**src/rtl/spdif_tx_pkg.sv**
```systemverilog
package spdif_tx_pkg;
  localparam int AUDIO_W = 24;
  localparam int SLOTS   = 32;
  localparam int FRAMES  = 192;
  localparam int FR_W    = $clog2(FRAMES);
  localparam int PAY_W   = SLOTS - 4;

  localparam logic [1:0] FMT_LJ  = 2'b00;
  localparam logic [1:0] FMT_I2S = 2'b01;
  localparam logic [1:0] FMT_RJ  = 2'b10;

  // Preamble half-cell patterns, relative to an initial level of 0
  localparam logic [7:0] PRE_BLOCK = 8'b11101000;
  localparam logic [7:0] PRE_LEFT  = 8'b11100010;
  localparam logic [7:0] PRE_RIGHT = 8'b11100100;

  function automatic logic [4:0] width_of(input logic [1:0] code);
    case (code)
      2'b00:   return 5'd16;
      2'b01:   return 5'd18;
      2'b10:   return 5'd20;
      default: return 5'd24;
    endcase
  endfunction
endpackage

```
**src/rtl/spdif_ser_in.sv**
```systemverilog
module spdif_ser_in
  import spdif_tx_pkg::*;
(
  input  logic               clk,
  input  logic               rst,
  input  logic [1:0]         fmt,
  input  logic [1:0]         wcode,
  input  logic               bclk,
  input  logic               fsync,
  input  logic               sdata,
  output logic [AUDIO_W-1:0] word_o,
  output logic               left_stb,
  output logic               right_stb
);
  logic [2:0]         bclk_s;
  logic [1:0]         fs_s;
  logic [1:0]         sd_s;
  logic               lr_prev;
  logic [4:0]         idx_q;
  logic [AUDIO_W-1:0] sr_q;

  logic               rise, lr, changed, is_left, done, done_left;
  logic [4:0]         cur_idx, wbits, shamt;
  logic [AUDIO_W-1:0] nxt_sr, aligned;

  always_ff @(posedge clk) begin
    if (rst) begin
      bclk_s <= '0;
      fs_s   <= '0;
      sd_s   <= '0;
    end else begin
      bclk_s <= {bclk_s[1:0], bclk};
      fs_s   <= {fs_s[0], fsync};
      sd_s   <= {sd_s[0], sdata};
    end
  end

  always_comb begin
    rise    = bclk_s[1] & ~bclk_s[2];
    lr      = fs_s[1];
    changed = (lr != lr_prev);
    cur_idx = changed ? 5'd0 : ((idx_q == 5'd31) ? 5'd31 : idx_q + 5'd1);
    nxt_sr  = {sr_q[AUDIO_W-2:0], sd_s[1]};
    is_left = (fmt == FMT_I2S) ? ~lr : lr;
    wbits   = width_of(wcode);
    shamt   = 5'd24 - wbits;
    done      = 1'b0;
    done_left = is_left;
    aligned   = nxt_sr << shamt;
    case (fmt)
      FMT_I2S: done = (cur_idx == wbits);
      FMT_RJ: begin
        done      = changed;
        done_left = ~is_left;
        aligned   = sr_q << shamt;
      end
      default: done = (cur_idx == wbits - 5'd1);
    endcase
  end

  always_ff @(posedge clk) begin
    if (rst) begin
      lr_prev   <= 1'b0;
      idx_q     <= 5'd31;
      sr_q      <= '0;
      word_o    <= '0;
      left_stb  <= 1'b0;
      right_stb <= 1'b0;
    end else begin
      left_stb  <= 1'b0;
      right_stb <= 1'b0;
      if (rise) begin
        lr_prev <= lr;
        idx_q   <= cur_idx;
        sr_q    <= nxt_sr;
        if (done) begin
          word_o    <= aligned;
          left_stb  <= done_left;
          right_stb <= ~done_left;
        end
      end
    end
  end
endmodule

```
**src/rtl/spdif_subframe.sv**
```systemverilog
module spdif_subframe
  import spdif_tx_pkg::*;
(
  input  logic [AUDIO_W-1:0] smp,
  input  logic               cbit,
  input  logic               is_right,
  input  logic               is_block,
  output logic [PAY_W-1:0]   payload,
  output logic [7:0]         pre_pat
);
  logic [PAY_W-2:0] body;

  always_comb begin
    body    = {cbit, 1'b0, 1'b0, smp};
    payload = {^body, body};
    if (is_right)      pre_pat = PRE_RIGHT;
    else if (is_block) pre_pat = PRE_BLOCK;
    else               pre_pat = PRE_LEFT;
  end
endmodule

```
**src/rtl/spdif_bmc_enc.sv**
```systemverilog
module spdif_bmc_enc
  import spdif_tx_pkg::*;
#(
  parameter int HALF_DIV = 2
) (
  input  logic               clk,
  input  logic               rst,
  input  logic [AUDIO_W-1:0] hold_l,
  input  logic [AUDIO_W-1:0] hold_r,
  input  logic [PAY_W-1:0]   payload,
  input  logic [7:0]         pre_pat,
  output logic [AUDIO_W-1:0] cur_smp,
  output logic               nxt_right,
  output logic               nxt_block,
  output logic [FR_W-1:0]    nxt_frame,
  output logic               tick_o,
  output logic               half_o,
  output logic [4:0]         slot_o,
  output logic [FR_W-1:0]    frame_o,
  output logic               line_o
);
  localparam int DIV_W = (HALF_DIV > 1) ? $clog2(HALF_DIV) : 1;
  localparam logic [DIV_W-1:0] DIV_LAST   = DIV_W'(HALF_DIV - 1);
  localparam logic [FR_W-1:0]  FRAME_LAST = FR_W'(FRAMES - 1);

  logic [DIV_W-1:0]   div_q;
  logic               half_q, sub_q, base_q, line_q;
  logic [4:0]         slot_q;
  logic [FR_W-1:0]    frame_q;
  logic [AUDIO_W-1:0] pair_l, pair_r;

  logic            tick, n_half, n_sub, n_base, n_line;
  logic [4:0]      n_slot, pidx;
  logic [FR_W-1:0] n_frame;
  logic [2:0]      pi;

  always_comb begin
    tick    = (div_q == DIV_LAST);
    n_half  = ~half_q;
    n_slot  = slot_q;
    n_sub   = sub_q;
    n_frame = frame_q;
    if (half_q) begin
      n_slot = slot_q + 5'd1;
      if (slot_q == 5'd31) begin
        n_sub = ~sub_q;
        if (sub_q) n_frame = (frame_q == FRAME_LAST) ? '0 : frame_q + 1'b1;
      end
    end
    pi     = {n_slot[1:0], n_half};
    pidx   = n_slot - 5'd4;
    n_base = (n_slot == 5'd0 && !n_half) ? line_q : base_q;
    if (n_slot < 5'd4)  n_line = pre_pat[3'd7 - pi] ^ n_base;
    else if (!n_half)   n_line = ~line_q;
    else                n_line = line_q ^ payload[pidx];
  end

  always_ff @(posedge clk) begin
    if (rst) begin
      div_q   <= '0;
      half_q  <= 1'b1;
      slot_q  <= 5'd31;
      sub_q   <= 1'b1;
      frame_q <= FRAME_LAST;
      base_q  <= 1'b0;
      line_q  <= 1'b0;
      pair_l  <= '0;
      pair_r  <= '0;
    end else begin
      div_q <= tick ? '0 : div_q + 1'b1;
      if (tick) begin
        half_q  <= n_half;
        slot_q  <= n_slot;
        sub_q   <= n_sub;
        frame_q <= n_frame;
        base_q  <= n_base;
        line_q  <= n_line;
        if (n_slot == 5'd0 && !n_half && !n_sub) begin
          pair_l <= hold_l;
          pair_r <= hold_r;
        end
      end
    end
  end

  assign cur_smp   = n_sub ? pair_r : pair_l;
  assign nxt_right = n_sub;
  assign nxt_block = !n_sub && (n_frame == '0);
  assign nxt_frame = n_frame;
  assign tick_o    = tick;
  assign half_o    = half_q;
  assign slot_o    = slot_q;
  assign frame_o   = frame_q;
  assign line_o    = line_q;
endmodule

```
**src/rtl/spdif_tx_core.sv**
```systemverilog
module spdif_tx_core
  import spdif_tx_pkg::*;
#(
  parameter int          HALF_DIV = 2,
  parameter logic [31:0] CSTAT    = 32'h0200_0104
) (
  input  logic       clk,
  input  logic       rst,
  input  logic [1:0] fmt_sel,
  input  logic [1:0] width_sel,
  input  logic       ser_bclk,
  input  logic       ser_fsync,
  input  logic       ser_data,
  output logic       spdif_out
);
  logic [AUDIO_W-1:0] word, hold_l, hold_r, cur_smp;
  logic               wl_stb, wr_stb;
  logic [PAY_W-1:0]   payload;
  logic [7:0]         pre_pat;
  logic               nxt_right, nxt_block, cbit;
  logic [FR_W-1:0]    nxt_frame, enc_frame;
  logic               enc_tick, enc_half;
  logic [4:0]         enc_slot;

  spdif_ser_in u_in (
    .clk(clk), .rst(rst), .fmt(fmt_sel), .wcode(width_sel),
    .bclk(ser_bclk), .fsync(ser_fsync), .sdata(ser_data),
    .word_o(word), .left_stb(wl_stb), .right_stb(wr_stb)
  );

  always_ff @(posedge clk) begin
    if (rst) begin
      hold_l <= '0;
      hold_r <= '0;
    end else begin
      if (wl_stb) hold_l <= word;
      if (wr_stb) hold_r <= word;
    end
  end

  assign cbit = (nxt_frame < FR_W'(32)) ? CSTAT[nxt_frame[4:0]] : 1'b0;

  spdif_subframe u_sf (
    .smp(cur_smp), .cbit(cbit), .is_right(nxt_right), .is_block(nxt_block),
    .payload(payload), .pre_pat(pre_pat)
  );

  spdif_bmc_enc #(.HALF_DIV(HALF_DIV)) u_enc (
    .clk(clk), .rst(rst), .hold_l(hold_l), .hold_r(hold_r),
    .payload(payload), .pre_pat(pre_pat), .cur_smp(cur_smp),
    .nxt_right(nxt_right), .nxt_block(nxt_block), .nxt_frame(nxt_frame),
    .tick_o(enc_tick), .half_o(enc_half), .slot_o(enc_slot),
    .frame_o(enc_frame), .line_o(spdif_out)
  );
endmodule

```
**config.mk**
```make
export PLATFORM = sky130hd
export DESIGN_NAME = spdif_tx_core
export DESIGN_NICKNAME = d
export VERILOG_FILES = /design/src/rtl/spdif_tx_pkg.sv /design/src/rtl/spdif_ser_in.sv /design/src/rtl/spdif_subframe.sv /design/src/rtl/spdif_bmc_enc.sv /design/src/rtl/spdif_tx_core.sv
export SDC_FILE = /design/constraint.sdc
export NUM_CORES = 1
export LEC_CHECK = 0
export BUFFER_PORTS_ARGS = -buffer_cell sky130_fd_sc_hd__buf_2
export CAP_MARGIN = 25
export CORE_AREA = 3 3 124 126
export DETAILED_ROUTE_END_ITERATION = 8
export DIE_AREA = 0 0 127 129
export PLACE_DENSITY = 0.76
export SLEW_MARGIN = 10
export SYNTH_ARGS = -nofsm -noshare
export SYNTH_HDL_FRONTEND = slang
export SYNTH_SLANG_ARGS = --single-unit
```
**constraint.sdc**
```tcl
create_clock -name clk -period 3.65 [get_ports clk]
set_input_delay 0.365 -clock clk [delete_from_list [all_inputs] [get_ports clk]]
set_output_delay 0.365 -clock clk [all_outputs]
set_load 0.01 [all_outputs]
```
==> impl_results.md <==
* Full die area at 0.01638 mm2
* Most common library cells after synthesis: dfxtp_1 (177), nand2_1 (176), mux2i_1 (135)
* Largest net degree at the start of global routing at 65
* Yosys top cell area share at approximately 40%
* Most used DFF post-synth: dfxtp_1
* Top-count cell post-synth: dfxtp_1
* Fraction of registers with async set/reset at 0%
* Unrepaired setup endpoints after global routing: no
* Most frequent CP cell: ha_1
* Setup Skew at ~8.5 ps
* Routed vias at 6911
* Seq/Total Area, Yosys at 39.70%
* Clk sinks at about 180
* Nets at around 1000
* Core Box Area at approximately 0.014 mm2
* Worst slew margin at 43.57%
* Setup bufs post-CTS at 0
* Total global routing overflow at 0
* Reg clk slew, reported paths at about 70 ps
* I/O pins at 10
* Rows at 44
* Power density cells at about 480 mW/mm2
* Area after DPL at 0.009090 mm2
* Gpl congestion at slightly below 1
* Setup CP Type: register to register
* Fin cells at between 1000 and 1500
* CTS tree: yes
* Mapped Nets at between 1000 and 1500
* Initial DRC Count at between 500 and 600
* Crit path capture type: register
* Die Y at 129 um
* CP peak stage delay at about 530 ps
* Worst skew pair latency at between 400 and 500 ps
* CTS buffer count at 17
* Root Driver: clkbuf_16
* Leak at 0.003581 uW
* Final WL at 19080 um
* Flops & latches, synth at around 180
* # placed instances at between 1000 and 1500
* Fraction of layout cells with a size suffix above 1 at 8.219%
* Worst vdd ir at 0.0003600 V
* Synth warn at 0
* Synth Instances at ~1000
* Post-synthesis cell area at 0.008925 mm2
* Total power at ~4600 uW
* First-pass GRT wire length at around 32000 um
* CP arrival at roughly 3800 ps
* Die span in x at around 130 um
* Post-DP HPWL at roughly 13000 um
* Post-route ant nets at 0
* Synth area leaders: dfxtp_1 (40%), mux2i_1 (15%), nand2_1 (7.4%)
* TNS Setup at 0 ps
* Critical path cell sequence: ha_1 -> and3_1 -> ha_1 -> a21bo_2 -> nand2_2 -> buf_4 -> mux2i_1 -> a22oi_1 -> a211oi_1 -> or4_1 -> nand4b_1 -> mux2_1 -> a21oi_1
* Avg Vias per Cell at roughly 5.7
* Slew Viols, Final at 0
* Post-synth EDFFs at 0
* CP Data Required Time at between 4000 and 5000 ps
* Max Freq at a little under 300 MHz
* Number of max-cap violations at 0
* Post-synth top area cell: dfxtp_1
* CP max FO at 11
* Setup Viol. Count Final at 0
* Slowest cell on the critical path: or4_1
* Min cycle time layout at roughly 3400 ps
* Least-Margin Pin Slew at 844.7 ps
* GR Util All Layers at a little under a quarter
* Syn-to-layout area delta at 8.762%
* Final hold vios at 0
* Startpoint types: register
* Clock buffer depth at 2
* Final Cell Area at ~0.0097 mm2
* Initial antenna violation count at 0
* Post-CTS resize count at 0
* Status: complete, no violations
* HP Class: primary input to register
* H-tree Lvls at 4
* # port buffers at 9
* DR DRC count at 0
* DRT Pass-1 Iters at 5
* WHS at 158.3 ps
* Synth cell types at roughly 70
* Number of global-route vias before repair at ~6500
* Diodes inserted at 0
* Share of the clock period used by the worst path at between 90% and 100%
* Synth Area per Inst at 8.656 um2
* Initial Util at between 60% and 70%
* Drt wl/cell at 15.82 um
* Hold bufs inserted after CTS at 0
-- worst max-delay path, delay by kind of cell, from the launching register on --
kind | cells | cell delay (ps)
compound gates | 4 | 700
flops | 1 | 470
fa+ha+maj | 2 | 480
buf+inv | 1 | 230
mux | 2 | 440
simple gates | 4 | 1050
-- state kept, by name, indices dropped and copies added, names as in the netlist, 2 cells and up --
| register | count |
|---|---|
| u_enc.frame_o | 8 |
| hold_r | 24 |
| u_enc.pair_l | 24 |
| u_in.sr_q | 24 |
| u_in.bclk_s | 3 |
| u_enc.slot_o | 5 |
| hold_l | 24 |
| u_in.sd_s | 2 |
| u_in.word_o | 24 |
| u_in.fs_s | 2 |
| u_in.idx_q | 5 |
| u_enc.pair_r | 24 |
-- power by group --
part	leakage, uW	switching, uW	internal (uW)
Sequential	0.00143	41.8	1960
Clock	0.000294	793	1110
Combinational	0.00186	441	286
Total	0.00358	1280	3360
-- area by class of cell --
class,instances,area [um2]
Sequential cell,177,3543
Inverter,9,33.78
Tap cell,184,230.2
Timing Repair Buffer,30,205.2
Clock inverter,11,170.2
Fill cell,1197,4717
Clock buffer,20,446.7
Multi-Input combinational cell,775,5077
-- final timing paths --
| path | endpoint | cells after the start | startpoint | slack [ps] |
|---|---|---|---|---|
| worst min register to register | u_in.bclk_s[1]$_SDFF_PP0_ | 1 | u_in.bclk_s[0]$_SDFF_PP0_ | 440 |
| worst min-delay path | u_in.fs_s[0]$_SDFF_PP0_ | 2 | ser_fsync | 160 |
| worst max register to register | u_enc.line_o$_SDFFE_PP0P_ | 13 | u_enc.slot_o[1]$_SDFFE_PP1P_ | 210 |
| worst max-delay path | u_enc.line_o$_SDFFE_PP0P_ | 13 | u_enc.slot_o[1]$_SDFFE_PP1P_ | 210 |
-- cell usage in the layout, fill, tap and decap left out, drive strengths merged, types with 12 or more instances in the layout --
cell and count:
nand2 177, inv 12, nand3 29, nor2b 13, nor2 100, o21ai 20, dfxtp 177, mux2i 135
clkbuf 20, a21oi 92, ha 12, xnor2 32, buf 30
-- metal layers --
metal,global-route usage (%),up-vias,share of wire [%]
li1,-,3537,-
met1,30.36,3208,45
met5,0,-,0
met2,40.41,126,48
met4,9.211,0,2.7
met3,4.857,40,3.5
-- stage by stage --
stage               utilization [%]  setup WS (ps)
global route                  67.30          35.32
CTS                           67.30          266.8
global placement              63.02          454.3
detailed placement            63.02          292.7
finish                        67.30          212.5
floorplan                         -          456.0
-- logic make-up after synthesis --
kind of cell | Yosys count | share of synthesized area, %
fa+ha+maj | 12 | 1.682
flops | 177 | 39.70
simple gates | 385 | 19.18
mux | 145 | 16.91
xor+xnor | 51 | 6.631
buf+inv | 79 | 3.491
compound gates | 182 | 12.41
No activity file was read; power rests on OpenSTA's default activity.
